==> src/rtl/stx_pkg.sv <==
package stx_pkg;

    typedef enum logic [2:0] {
        ST_IDLE   = 3'd0,
        ST_START  = 3'd1,
        ST_DATA   = 3'd2,
        ST_PARITY = 3'd3,
        ST_STOP   = 3'd4
    } stx_state_e;

    typedef struct packed {
        logic       par_stick;
        logic       par_even;
        logic       par_en;
        logic       stop_long;
        logic [1:0] len_sel;
    } stx_fmt_t;

    // Unpack the six format bits of the control byte.
    function automatic stx_fmt_t decode_fmt(input logic [5:0] raw);
        stx_fmt_t f;
        f.len_sel   = raw[1:0];
        f.stop_long = raw[2];
        f.par_en    = raw[3];
        f.par_even  = raw[4];
        f.par_stick = raw[5];
        return f;
    endfunction

endpackage

==> src/rtl/stx_holding.sv <==
module stx_holding #(
    parameter int DATA_W = 8
) (
    input  logic              clk,
    input  logic              rst_n,
    input  logic              wr_en,
    input  logic [DATA_W-1:0] wr_data,
    input  logic              take,
    output logic              full,
    output logic [DATA_W-1:0] data
);

    always_ff @(posedge clk) begin
        if (!rst_n) begin
            full <= 1'b0;
            data <= '0;
        end else if (wr_en) begin
            data <= wr_data;
            full <= 1'b1;
        end else if (take) begin
            full <= 1'b0;
        end
    end

    AST_TAKE_NEEDS_CHAR: assert property (@(posedge clk) disable iff (!rst_n)
        take |-> full);
    AST_WRITE_FILLS: assert property (@(posedge clk) disable iff (!rst_n)
        wr_en |=> full);

endmodule

==> src/rtl/stx_parity.sv <==
module stx_parity #(
    parameter int DATA_W = 8
) (
    input  logic [DATA_W-1:0] data,
    input  stx_pkg::stx_fmt_t fmt,
    output logic              par_bit
);

    localparam int MIN_LEN = DATA_W - 3;

    logic ones_odd;

    always_comb begin
        ones_odd = 1'b0;
        for (int i = 0; i < DATA_W; i++) begin
            if (i < MIN_LEN + int'(fmt.len_sel)) begin
                ones_odd = ones_odd ^ data[i];
            end
        end
        if (fmt.par_stick) begin
            par_bit = ~fmt.par_even;
        end else if (fmt.par_even) begin
            par_bit = ones_odd;
        end else begin
            par_bit = ~ones_odd;
        end
    end

endmodule

==> src/rtl/stx_bit_timer.sv <==
module stx_bit_timer #(
    parameter int TICK_W = 6
) (
    input  logic              clk,
    input  logic              rst_n,
    input  logic              run,
    input  logic              tick_en,
    input  logic [TICK_W-1:0] limit,
    output logic              last
);

    logic [TICK_W-1:0] cnt_q;

    assign last = run && tick_en && (cnt_q == limit - TICK_W'(1));

    always_ff @(posedge clk) begin
        if (!rst_n) begin
            cnt_q <= '0;
        end else if (!run) begin
            cnt_q <= '0;
        end else if (tick_en) begin
            cnt_q <= last ? '0 : cnt_q + TICK_W'(1);
        end
    end

    AST_COUNT_BELOW_LIMIT: assert property (@(posedge clk) disable iff (!rst_n)
        run |-> (cnt_q < limit));

endmodule

==> src/rtl/stx_fsm.sv <==
module stx_fsm #(
    parameter int DATA_W = 8,
    parameter int OSR    = 16
) (
    input  logic              clk,
    input  logic              rst_n,
    input  logic              tick_en,
    input  stx_pkg::stx_fmt_t fmt_in,
    input  logic              hold_full,
    input  logic [DATA_W-1:0] hold_data,
    input  logic              par_in,
    output logic              take,
    output logic              busy,
    output logic              frame_bit
);
    import stx_pkg::*;

    localparam int TICK_W    = $clog2(2 * OSR + 1);
    localparam int IDX_W     = $clog2(DATA_W);
    localparam int STOP_ONE  = OSR;
    localparam int STOP_HALF = OSR + OSR / 2;
    localparam int STOP_TWO  = 2 * OSR;

    stx_state_e        state_q, state_d;
    stx_fmt_t          fmt_q;
    logic [DATA_W-1:0] shift_q;
    logic              par_q;
    logic [IDX_W-1:0]  idx_q;
    logic [IDX_W-1:0]  len_m1;
    logic [TICK_W-1:0] limit;
    logic              bit_last;

    assign len_m1 = IDX_W'(DATA_W - 4) + IDX_W'(fmt_q.len_sel);

    always_comb begin
        if (state_q == ST_STOP) begin
            if (!fmt_q.stop_long)          limit = TICK_W'(STOP_ONE);
            else if (fmt_q.len_sel == 2'd0) limit = TICK_W'(STOP_HALF);
            else                            limit = TICK_W'(STOP_TWO);
        end else begin
            limit = TICK_W'(OSR);
        end
    end

    stx_bit_timer #(.TICK_W(TICK_W)) u_timer (
        .clk     (clk),
        .rst_n   (rst_n),
        .run     (busy),
        .tick_en (tick_en),
        .limit   (limit),
        .last    (bit_last)
    );

    // Next-state logic
    always_comb begin
        state_d = state_q;
        unique case (state_q)
            ST_IDLE:   if (hold_full) state_d = ST_START;
            ST_START:  if (bit_last)  state_d = ST_DATA;
            ST_DATA:   if (bit_last && idx_q == len_m1)
                           state_d = fmt_q.par_en ? ST_PARITY : ST_STOP;
            ST_PARITY: if (bit_last)  state_d = ST_STOP;
            ST_STOP:   if (bit_last)  state_d = ST_IDLE;
            default:   state_d = ST_IDLE;
        endcase
    end

    // State register
    always_ff @(posedge clk) begin
        if (!rst_n) state_q <= ST_IDLE;
        else        state_q <= state_d;
    end

    // Frame datapath: format, parity and shifter captured at load
    always_ff @(posedge clk) begin
        if (!rst_n) begin
            fmt_q   <= '0;
            shift_q <= '0;
            par_q   <= 1'b0;
            idx_q   <= '0;
        end else if (take) begin
            fmt_q   <= fmt_in;
            shift_q <= hold_data;
            par_q   <= par_in;
            idx_q   <= '0;
        end else if (state_q == ST_DATA && bit_last) begin
            shift_q <= shift_q >> 1;
            idx_q   <= idx_q + IDX_W'(1);
        end
    end

    // Outputs
    always_comb begin
        take      = (state_q == ST_IDLE) && hold_full;
        busy      = (state_q != ST_IDLE);
        frame_bit = 1'b1;
        unique case (state_q)
            ST_IDLE:   frame_bit = 1'b1;
            ST_START:  frame_bit = 1'b0;
            ST_DATA:   frame_bit = shift_q[0];
            ST_PARITY: frame_bit = par_q;
            ST_STOP:   frame_bit = 1'b1;
            default:   frame_bit = 1'b1;
        endcase
    end

    AST_LOAD_STARTS: assert property (@(posedge clk) disable iff (!rst_n)
        take |=> (state_q == ST_START));
    AST_PARITY_GATED: assert property (@(posedge clk) disable iff (!rst_n)
        (state_q == ST_PARITY) |-> fmt_q.par_en);
    AST_INDEX_RANGE: assert property (@(posedge clk) disable iff (!rst_n)
        (state_q == ST_DATA) |-> (idx_q <= len_m1));
    AST_FORMAT_HELD: assert property (@(posedge clk) disable iff (!rst_n)
        (busy && !take && $past(busy)) |-> $stable(fmt_q));

endmodule

==> src/rtl/serial_tx_core.sv <==
module serial_tx_core #(
    parameter int DATA_W = 8,
    parameter int OSR    = 16,
    parameter int CTRL_W = 8
) (
    input  logic              clk,
    input  logic              rst_n,
    input  logic              tick_en,
    input  logic [CTRL_W-1:0] line_ctrl,
    input  logic              wr_en,
    input  logic [DATA_W-1:0] wr_data,
    output logic              txd,
    output logic              hold_empty,
    output logic              tx_empty
);
    import stx_pkg::*;

    localparam int BRK_BIT = 6;

    stx_fmt_t          fmt_live;
    logic              hold_full;
    logic [DATA_W-1:0] hold_data;
    logic              take;
    logic              busy;
    logic              frame_bit;
    logic              par_bit;

    assign fmt_live = decode_fmt(line_ctrl[5:0]);

    stx_holding #(.DATA_W(DATA_W)) u_hold (
        .clk     (clk),
        .rst_n   (rst_n),
        .wr_en   (wr_en),
        .wr_data (wr_data),
        .take    (take),
        .full    (hold_full),
        .data    (hold_data)
    );

    stx_parity #(.DATA_W(DATA_W)) u_par (
        .data    (hold_data),
        .fmt     (fmt_live),
        .par_bit (par_bit)
    );

    stx_fsm #(.DATA_W(DATA_W), .OSR(OSR)) u_fsm (
        .clk       (clk),
        .rst_n     (rst_n),
        .tick_en   (tick_en),
        .fmt_in    (fmt_live),
        .hold_full (hold_full),
        .hold_data (hold_data),
        .par_in    (par_bit),
        .take      (take),
        .busy      (busy),
        .frame_bit (frame_bit)
    );

    assign txd        = line_ctrl[BRK_BIT] ? 1'b0 : frame_bit;
    assign hold_empty = ~hold_full;
    assign tx_empty   = ~hold_full & ~busy;

    AST_TEMT_NEEDS_THRE: assert property (@(posedge clk) disable iff (!rst_n)
        tx_empty |-> hold_empty);
    AST_IDLE_MARK: assert property (@(posedge clk) disable iff (!rst_n)
        (tx_empty && !line_ctrl[BRK_BIT]) |-> txd);

endmodule

==> config.mk <==
export PLATFORM = sky130hd
export DESIGN_NAME = serial_tx_core
export DESIGN_NICKNAME = d
export VERILOG_FILES = /design/src/rtl/stx_pkg.sv /design/src/rtl/stx_holding.sv /design/src/rtl/stx_parity.sv /design/src/rtl/stx_bit_timer.sv /design/src/rtl/stx_fsm.sv /design/src/rtl/serial_tx_core.sv
export SDC_FILE = /design/constraint.sdc
export NUM_CORES = 1
export LEC_CHECK = 0
export ABC_AREA = 1
export BUFFER_PORTS_ARGS = -buffer_cell sky130_fd_sc_hd__clkbuf_2
export CORE_ASPECT_RATIO = 0.7
export CORE_MARGIN = 4
export CORE_UTILIZATION = 55
export DETAILED_ROUTE_END_ITERATION = 16
export GPL_ROUTABILITY_DRIVEN = 1
export PLACE_DENSITY = 0.74
export SYNTH_ARGS = -nofsm -noshare
export SYNTH_HDL_FRONTEND = slang
export SYNTH_SLANG_ARGS = --single-unit
==> constraint.sdc <==
create_clock -name clk -period 6.2 [get_ports clk]
set_clock_uncertainty 0.1 [all_clocks]
set_input_delay 1.24 -clock clk [delete_from_list [all_inputs] [get_ports clk]]
set_output_delay 1.24 -clock clk [all_outputs]
set_load 0.03 [all_outputs]
==> out/results.ini, run 1 <==
[status]
status=completed

[drt]
viasPerCell=4.99
wirelength_um=3450
wl_per_cell_um=11.1
dr.first_iter.drc_count=89
first_pass_iters=4
postRouteAntennaNets=0
drc_errors=0
vias=1546

[timing]
fin_crit_ns=3.03
fin_tns_setup_ns=0
rsz0062_at_grt=no
max-slew-margin-rel=0.731
fin_crit_sh=0.489
fmax_mhz=330
slew_violations=0
hold_viol=0
tightestPinTransition_ns=0.404
setup_viol=0
setup_slack_ns=3.17

[die]
ioPinCount=23
die_area_mm2=0.00417
fp-row-count=16
die_height_um=55.3
start_util=0.600
fp.dieW_um=75.5
core_mm2=0.00292

[grt]
antenna_found_initial=0
grt_usage=0.184
grt_pass1_vias=1379
grt_pass1_wl_um=6110
gr-total-overflow=0
grt_max_degree=24

[synthesis]
ys_ff_latch=34
synth_cells=250
async_reset_ff_frac=0
synthDistinctLibCells=34
syn_area_per_cell_um2=7.02
syn_area_mm2=0.00175
synth_edf_count=0
syn_nets=273
synth_top_flop_cell=dfxtp_1
synth_seq_area_share=0.388
synthTopCellsByArea=dfxtp_1 (39%), nand2_1 (12%), nor2_1 (7.5%), a21oi_1 (6.3%), inv_1 (5.6%)
yosysTopAreaCell=dfxtp_1
yosysTopAreaCellShare=0.388
synth_warnings=0

[layout]
nFillCells=261
n_antenna_cell=0
drive_gt1_frac=0.172
layout_common_cells=nand2_1 (58), nor2_1 (35), dfxtp_1 (34)
fin_area_mm2=0.00198
final_common_cell=nand2_1
nets=296
syn_to_final_growth_pct=13.1
fin_cells=310

[clock_network]
cts_tree=built
clk_pin_slew_worst_paths_ns=0.07
post_cts_buffers=0
ctsRootBufferMaster=clkbuf_8
cts-resized-gates=0
cts.path.max_buffers=2
clk_latency_ns=0.28
cts_buffers=5
ctsHoldBuffers=0
htree_levels=2
clock_sinks=34

[setup_path]
path_class=flip-flop to output port
r2r-start=u_fsm.state_q[2]
end_kind=output port
worstPathRequired_ns=4.86
crit_start=u_fsm.state_q[1]
critPathLaunchType=flip-flop
cp_max_fo=3
arrival_ns=1.69

[power_and_ir_drop]
power.static_leakage_uw=0.000866
ir_worst_vdd_mv=0.267
p_total_uw=766
power_density_mw_per_mm2=386

[place]
place_ws_ns=3.19
detailedPlacementHpwl_um=2620
placed_cell_area_mm2=0.00188
place.gp.congestion=0.797
io_buffers=21
place_inst=302

[hold_path]
min_from=u_fsm.fmt_q[3]
hold_path_class=flip-flop to flip-flop

[flow_run]
cap_violations=0

[registers in the layout, summed over array words and instances, names as in the netlist]
name,cells
u_fsm.fmt_q,4
u_fsm.u_timer.cnt_q,6
u_hold.data,8
u_fsm.par_q,1
u_fsm.state_q,3
u_fsm.shift_q,8
u_hold.full,1
u_fsm.idx_q,3
[power breakdown]
group | leakage, µW | total, µW | internal (µW) | switching, µW
Clock | 0.0000579 | 197 | 118 | 78.7
Combinational | 0.000530 | 296 | 91.5 | 205
Sequential | 0.000278 | 273 | 249 | 24.2
Total | 0.000866 | 766 | 459 | 308
[cells by family (layout without fill, tap and decap cells)]
group / Yosys count / after routing / synth area share
and+or+nand+nor: 113 / 113 / 0.292
AOI/OAI and AO/OA: 50 / 50 / 0.148
buffers and inverters: 39 / 63 / 0.0913
DFF: 34 / 34 / 0.388
xor gates and xnor gates: 10 / 10 / 0.0542
adders and majority gates: 3 / 3 / 0.0214
muxes: 1 / 1 / 0.00571
[synth_stat cells, types with 2 or more instances]
master,n
a21oi_1,22
nor2_1,35
xnor2_1,5
xor2_1,4
ha_1,3
inv_1,26
nand2_1,58
nand3_1,7
nor3b_1,2
buf_2,2
nand2_4,2
o21ai_0,15
inv_2,5
dfxtp_1,34
nor2_4,3
o21ai_1,9
[critical path, cell delays in order (launching register included)]
cell	delay [ns]
dfxtp_1	0.34
inv_2	0.06
nor2_1	0.16
inv_1	0.08
nor2_1	0.28
nand2_1	0.11
a31oi_1	0.14
clkbuf_2	0.22
[metal layers]
layer	GRT usage	part of all wire	up-vias
li1	-	-	842
met1	0.290	0.55	671
met2	0.237	0.39	28
met3	0.0562	0.051	5
met4	0.0449	0.0084	0
met5	0	0	-
[cell type report]
type | count | area (µm²) | share of cell area
inverters | 34 | 131 | 0.0662
multi-input cells | 177 | 913 | 0.460
repair buffers | 21 | 105 | 0.0530
clock inverters | 3 | 40.0 | 0.0202
well taps | 36 | 45.0 | 0.0227
clock buffers | 5 | 68.8 | 0.0347
flip-flops and latches | 34 | 681 | 0.343
[final timing paths]
kind	to	slack [ns]	cells past startpoint
min reg2reg	u_fsm.fmt_q[3]	0.36	2
min	u_fsm.fmt_q[3]	0.36	2
max	txd	3.17	7
max reg2reg	u_fsm.shift_q[0]	3.82	11
[through the flow]
stage / util / hold slack (ns)
after CTS: 0.679 / 0.358
after detailed placement: 0.642 / 0.348
after floorplan: - / 0.330
final: 0.679 / 0.361
after global routing: 0.679 / 0.374
after global placement: 0.642 / 0.345
Note: power is estimated with default switching activity, not from simulation.
==> inputs of run 2 (changes only) <==
--- a/config.mk
+++ b/config.mk
@@ -5,14 +5,14 @@
 export SDC_FILE = /design/constraint.sdc
 export NUM_CORES = 1
 export LEC_CHECK = 0
-export ABC_AREA = 1
+export ABC_AREA = 0
 export BUFFER_PORTS_ARGS = -buffer_cell sky130_fd_sc_hd__clkbuf_2
 export CORE_ASPECT_RATIO = 0.7
 export CORE_MARGIN = 4
-export CORE_UTILIZATION = 55
+export CORE_UTILIZATION = 51
 export DETAILED_ROUTE_END_ITERATION = 16
 export GPL_ROUTABILITY_DRIVEN = 1
-export PLACE_DENSITY = 0.74
+export PLACE_DENSITY = 0.72
 export SYNTH_ARGS = -nofsm -noshare
 export SYNTH_HDL_FRONTEND = slang
 export SYNTH_SLANG_ARGS = --single-unit
==> constraint.sdc (replaced) <==
create_clock -name clk -period 2.5 [get_ports clk]
set_clock_uncertainty 0.1 [all_clocks]
set_input_delay 0.5 -clock clk [delete_from_list [all_inputs] [get_ports clk]]
set_output_delay 0.5 -clock clk [all_outputs]
set_load 0.03 [all_outputs]
==> run 2 against run 1 <==
Critical path depth is 3 higher; power is 110% higher; count of clock-buffer cells in the layout rose by 2; worst hold slack improved by 0.0011 ns; non-clock buffer count rose by 12; highest routed layer unchanged; design area increased by 3.8%.
==> out/results.ini, run 2 <==
[clock_network]
clk_latency_ns=0.28  ; about the same
clock_sinks=34  ; unchanged
clk_pin_slew_worst_paths_ns=0.07  ; about the same
cts_buffers=5  ; unchanged
ctsRootBufferMaster=clkbuf_8
ctsHoldBuffers=0  ; unchanged
cts_tree=built
htree_levels=2  ; unchanged
cts.path.max_buffers=2  ; unchanged

[synthesis]
syn_area_mm2=0.00174  ; -0.57%
synth_top_flop_cell=dfxtp_1
yosysTopAreaCell=dfxtp_1
async_reset_ff_frac=0  ; unchanged
synthMostInstantiatedCell=dfxtp_1
muxShareOfSynthArea=0.115  ; +0.109
synthDistinctLibCells=33  ; -2.9%
synth_cells=194  ; -22%
synthSimpleGateAreaFrac=0.204  ; -0.0873
synth_edf_count=0  ; unchanged
synthXorXnorAreaFrac=0.0854  ; +0.0312
synth_top_family_by_area=simple AND/OR/NAND/NOR gates
synth_warnings=0  ; unchanged
yosysTopAreaCellShare=0.390  ; +0.00223
synth_compound_area_frac=0.129  ; -0.0185
syn_nets=217  ; -21%
synth_common_cells=dfxtp_1 (34), mux2i_1 (20), nand2_1 (17)
syn_area_per_cell_um2=8.99  ; +28%
synth_seq_area_share=0.390  ; +0.00223
yosys.area_share.adder=0.0215  ; +0.000123
ys_ff_latch=34  ; unchanged
synthTopCellsByArea=dfxtp_1 (39%), mux2i_1 (11%), xnor2_1 (4.5%), nor2b_1 (4.3%), xor2_1 (4.0%)

[timing]
slew_violations=0  ; unchanged
fmax_mhz=404
fin_crit_sh=0.991
max-slew-margin-rel=0.551  ; -0.180
fin_crit_ns=2.48
setup_viol=0  ; unchanged
rsz0062_at_grt=yes
tightestPinTransition_ns=0.673  ; +0.269 ns
hold_ws_ns=0.362  ; +0.00108 ns
hold_viol=0  ; unchanged

[layout]
reg.largest.list=u_fsm.shift_q: 8 flops, u_hold.data: 8 flops, u_fsm.u_timer.cnt_q: 6 flops
nets=245  ; -17%
drive_gt1_frac=0.211  ; +0.0392
syn_to_final_growth_pct=18.1
n_antenna_cell=0  ; unchanged
fin_area_mm2=0.00206  ; +3.8%
finish.utilization=0.642  ; -0.0373
layout_common_cells=dfxtp_1 (34), clkbuf_2 (21), mux2i_1 (20)
final_common_cell=dfxtp_1
fin_cells=270  ; -13%

[drt]
dr.first_iter.drc_count=95  ; +6.7%
first_pass_iters=4  ; unchanged
wl_per_cell_um=13.0  ; +17%
drc_errors=0  ; unchanged
postRouteAntennaNets=0  ; unchanged
viasPerCell=5.30  ; +6.3%
wirelength_um=3520  ; +2.0%
vias=1431  ; -7.4%

[die]
fp.dieW_um=77.9  ; +3.2%
start_util=0.543  ; -0.0571
die_area_mm2=0.00443  ; +6.3%
die_height_um=56.9  ; +3.0%
ioPinCount=23  ; unchanged
fp-row-count=17  ; +1
core_mm2=0.00321  ; +9.9%

[flow_run]
cap_violations=0  ; unchanged

[power_and_ir_drop]
power_density_mw_per_mm2=784  ; +100%
ir_worst_vdd_mv=0.416  ; +56%
power.static_leakage_uw=0.000863  ; -0.33%

[place]
detailedPlacementHpwl_um=2600  ; -0.94%
place_inst=260  ; -14%
io_buffers=21  ; unchanged
place.gp.congestion=0.717  ; -10%
placed_cell_area_mm2=0.00192  ; +2.6%

[grt]
grtUsageMet1=0.212  ; -0.0777
met2_usage=0.291  ; +0.0541
grt_max_degree=31  ; +29%
antenna_found_initial=0  ; unchanged
grt_pass1_vias=1374  ; -0.36%
met3_usage=0.0536  ; -0.00253
grt_pass1_wl_um=6060  ; -0.79%
grt_usage=0.171  ; -0.0126
gr-total-overflow=0  ; unchanged
top_usage_layer=met2

[setup_path]
rr_worst_depth=10  ; -1
end_kind=flip-flop
r2r-end=u_fsm.shift_q[3]
path_class=flip-flop to flip-flop
critPathLaunchType=flip-flop
crit_buf_inv=1  ; -2
cp_max_fo=5  ; +2
reg2reg_slack_ns=0.02  ; -3.80 ns
r2r-start=u_fsm.state_q[1]
crit_family=simple AND/OR/NAND/NOR gates
arrival_ns=2.51  ; +0.82 ns
cpMaxStageDelayCell=or4_4
path_cells=nand4bb_4 > nor3_2 > ha_1 > xor2_1 > nor4_2 > o21ai_2 > or4_4 > buf_4 > mux2i_1 > a21oi_1
worstPathRequired_ns=2.54  ; -2.32 ns
slowest_delay_ns=0.45  ; +0.11 ns

[hold_path]
hold_end=u_fsm.fmt_q[2]
hold_path_class=input port to flip-flop
min_from=line_ctrl[2]
min_path_cells=3  ; +1

[status]
status=completed

-- run 2: routing by layer --
metal  wire, µm  vias up
met4         10        0
met3        210        2
met1       1640      669
met5          0        -
li1           -      722
met2       1650       38
-- run 2: power by group --
part | leakage (µW) | internal, µW | switching [µW]
Clock | 0.0000524 | 298 | 186
Combinational | 0.000533 | 204 | 280
Sequential | 0.000278 | 603 | 43.0
-- run 2: timing repair --
item,4_1_cts,5_1_grt
gates resized for setup,3,1
gates cloned,1,0
buffers inserted,1,0
endpoints found under the setup margin,10,11
pin swaps,1,3
-- run 2: per-stage QoR --
stage | power (µW) | setup TNS, ns | setup WS (ns)
floorplan | 1010 | -0.775 | -0.105
global placement | 1110 | -0.128 | -0.0212
detailed placement | 1130 | -0.823 | -0.128
CTS | 1610 | -0.00618 | -0.00618
global route | 1710 | -0.744 | -0.110
finish | 1620 | 0 | 0.0231
-- run 2: how the worst max path moves through the flow --
stage,start,end,slack [ns],cells past startpoint
after floorplan,u_fsm.state_q[1],u_fsm.idx_q[2],-0.11,11
after global placement,u_fsm.state_q[1],u_fsm.shift_q[5],-0.02,10
after detailed placement,u_fsm.state_q[1],u_fsm.shift_q[6],-0.13,10
after CTS,u_fsm.state_q[1],u_fsm.shift_q[6],-0.006,10
after global routing,u_fsm.state_q[1],u_fsm.shift_q[6],-0.11,10
final,u_fsm.state_q[1],u_fsm.shift_q[3],0.02,10
-- run 2: cells by family (layout without fill, tap and decap cells) --
group / count (synthesis) / in the layout
AND/OR/NAND/NOR: 64 / 64
AO/OA/AOI/OAI: 37 / 37
flip-flops: 34 / 34
multiplexers: 20 / 20
buffers and inverters: 19 / 48
XOR/XNOR: 17 / 17
adder cells (fa/ha/maj): 3 / 3
-- run 2: tightest hold or removal path, stage by stage --
cell	delay, ns
clkbuf_2	0.08
nand2_1	0.05
a21boi_0	0.06
-- run 2: cell type report --
type | instances | area (µm²)
clock buffer | 7 | 76.3
clock inverter | 1 | 30.0
fill | 270 | 1150
inverter | 7 | 26.3
multi-input combinational | 141 | 990
sequential | 34 | 681
tap | 47 | 58.8
timing repair buffer | 33 | 199
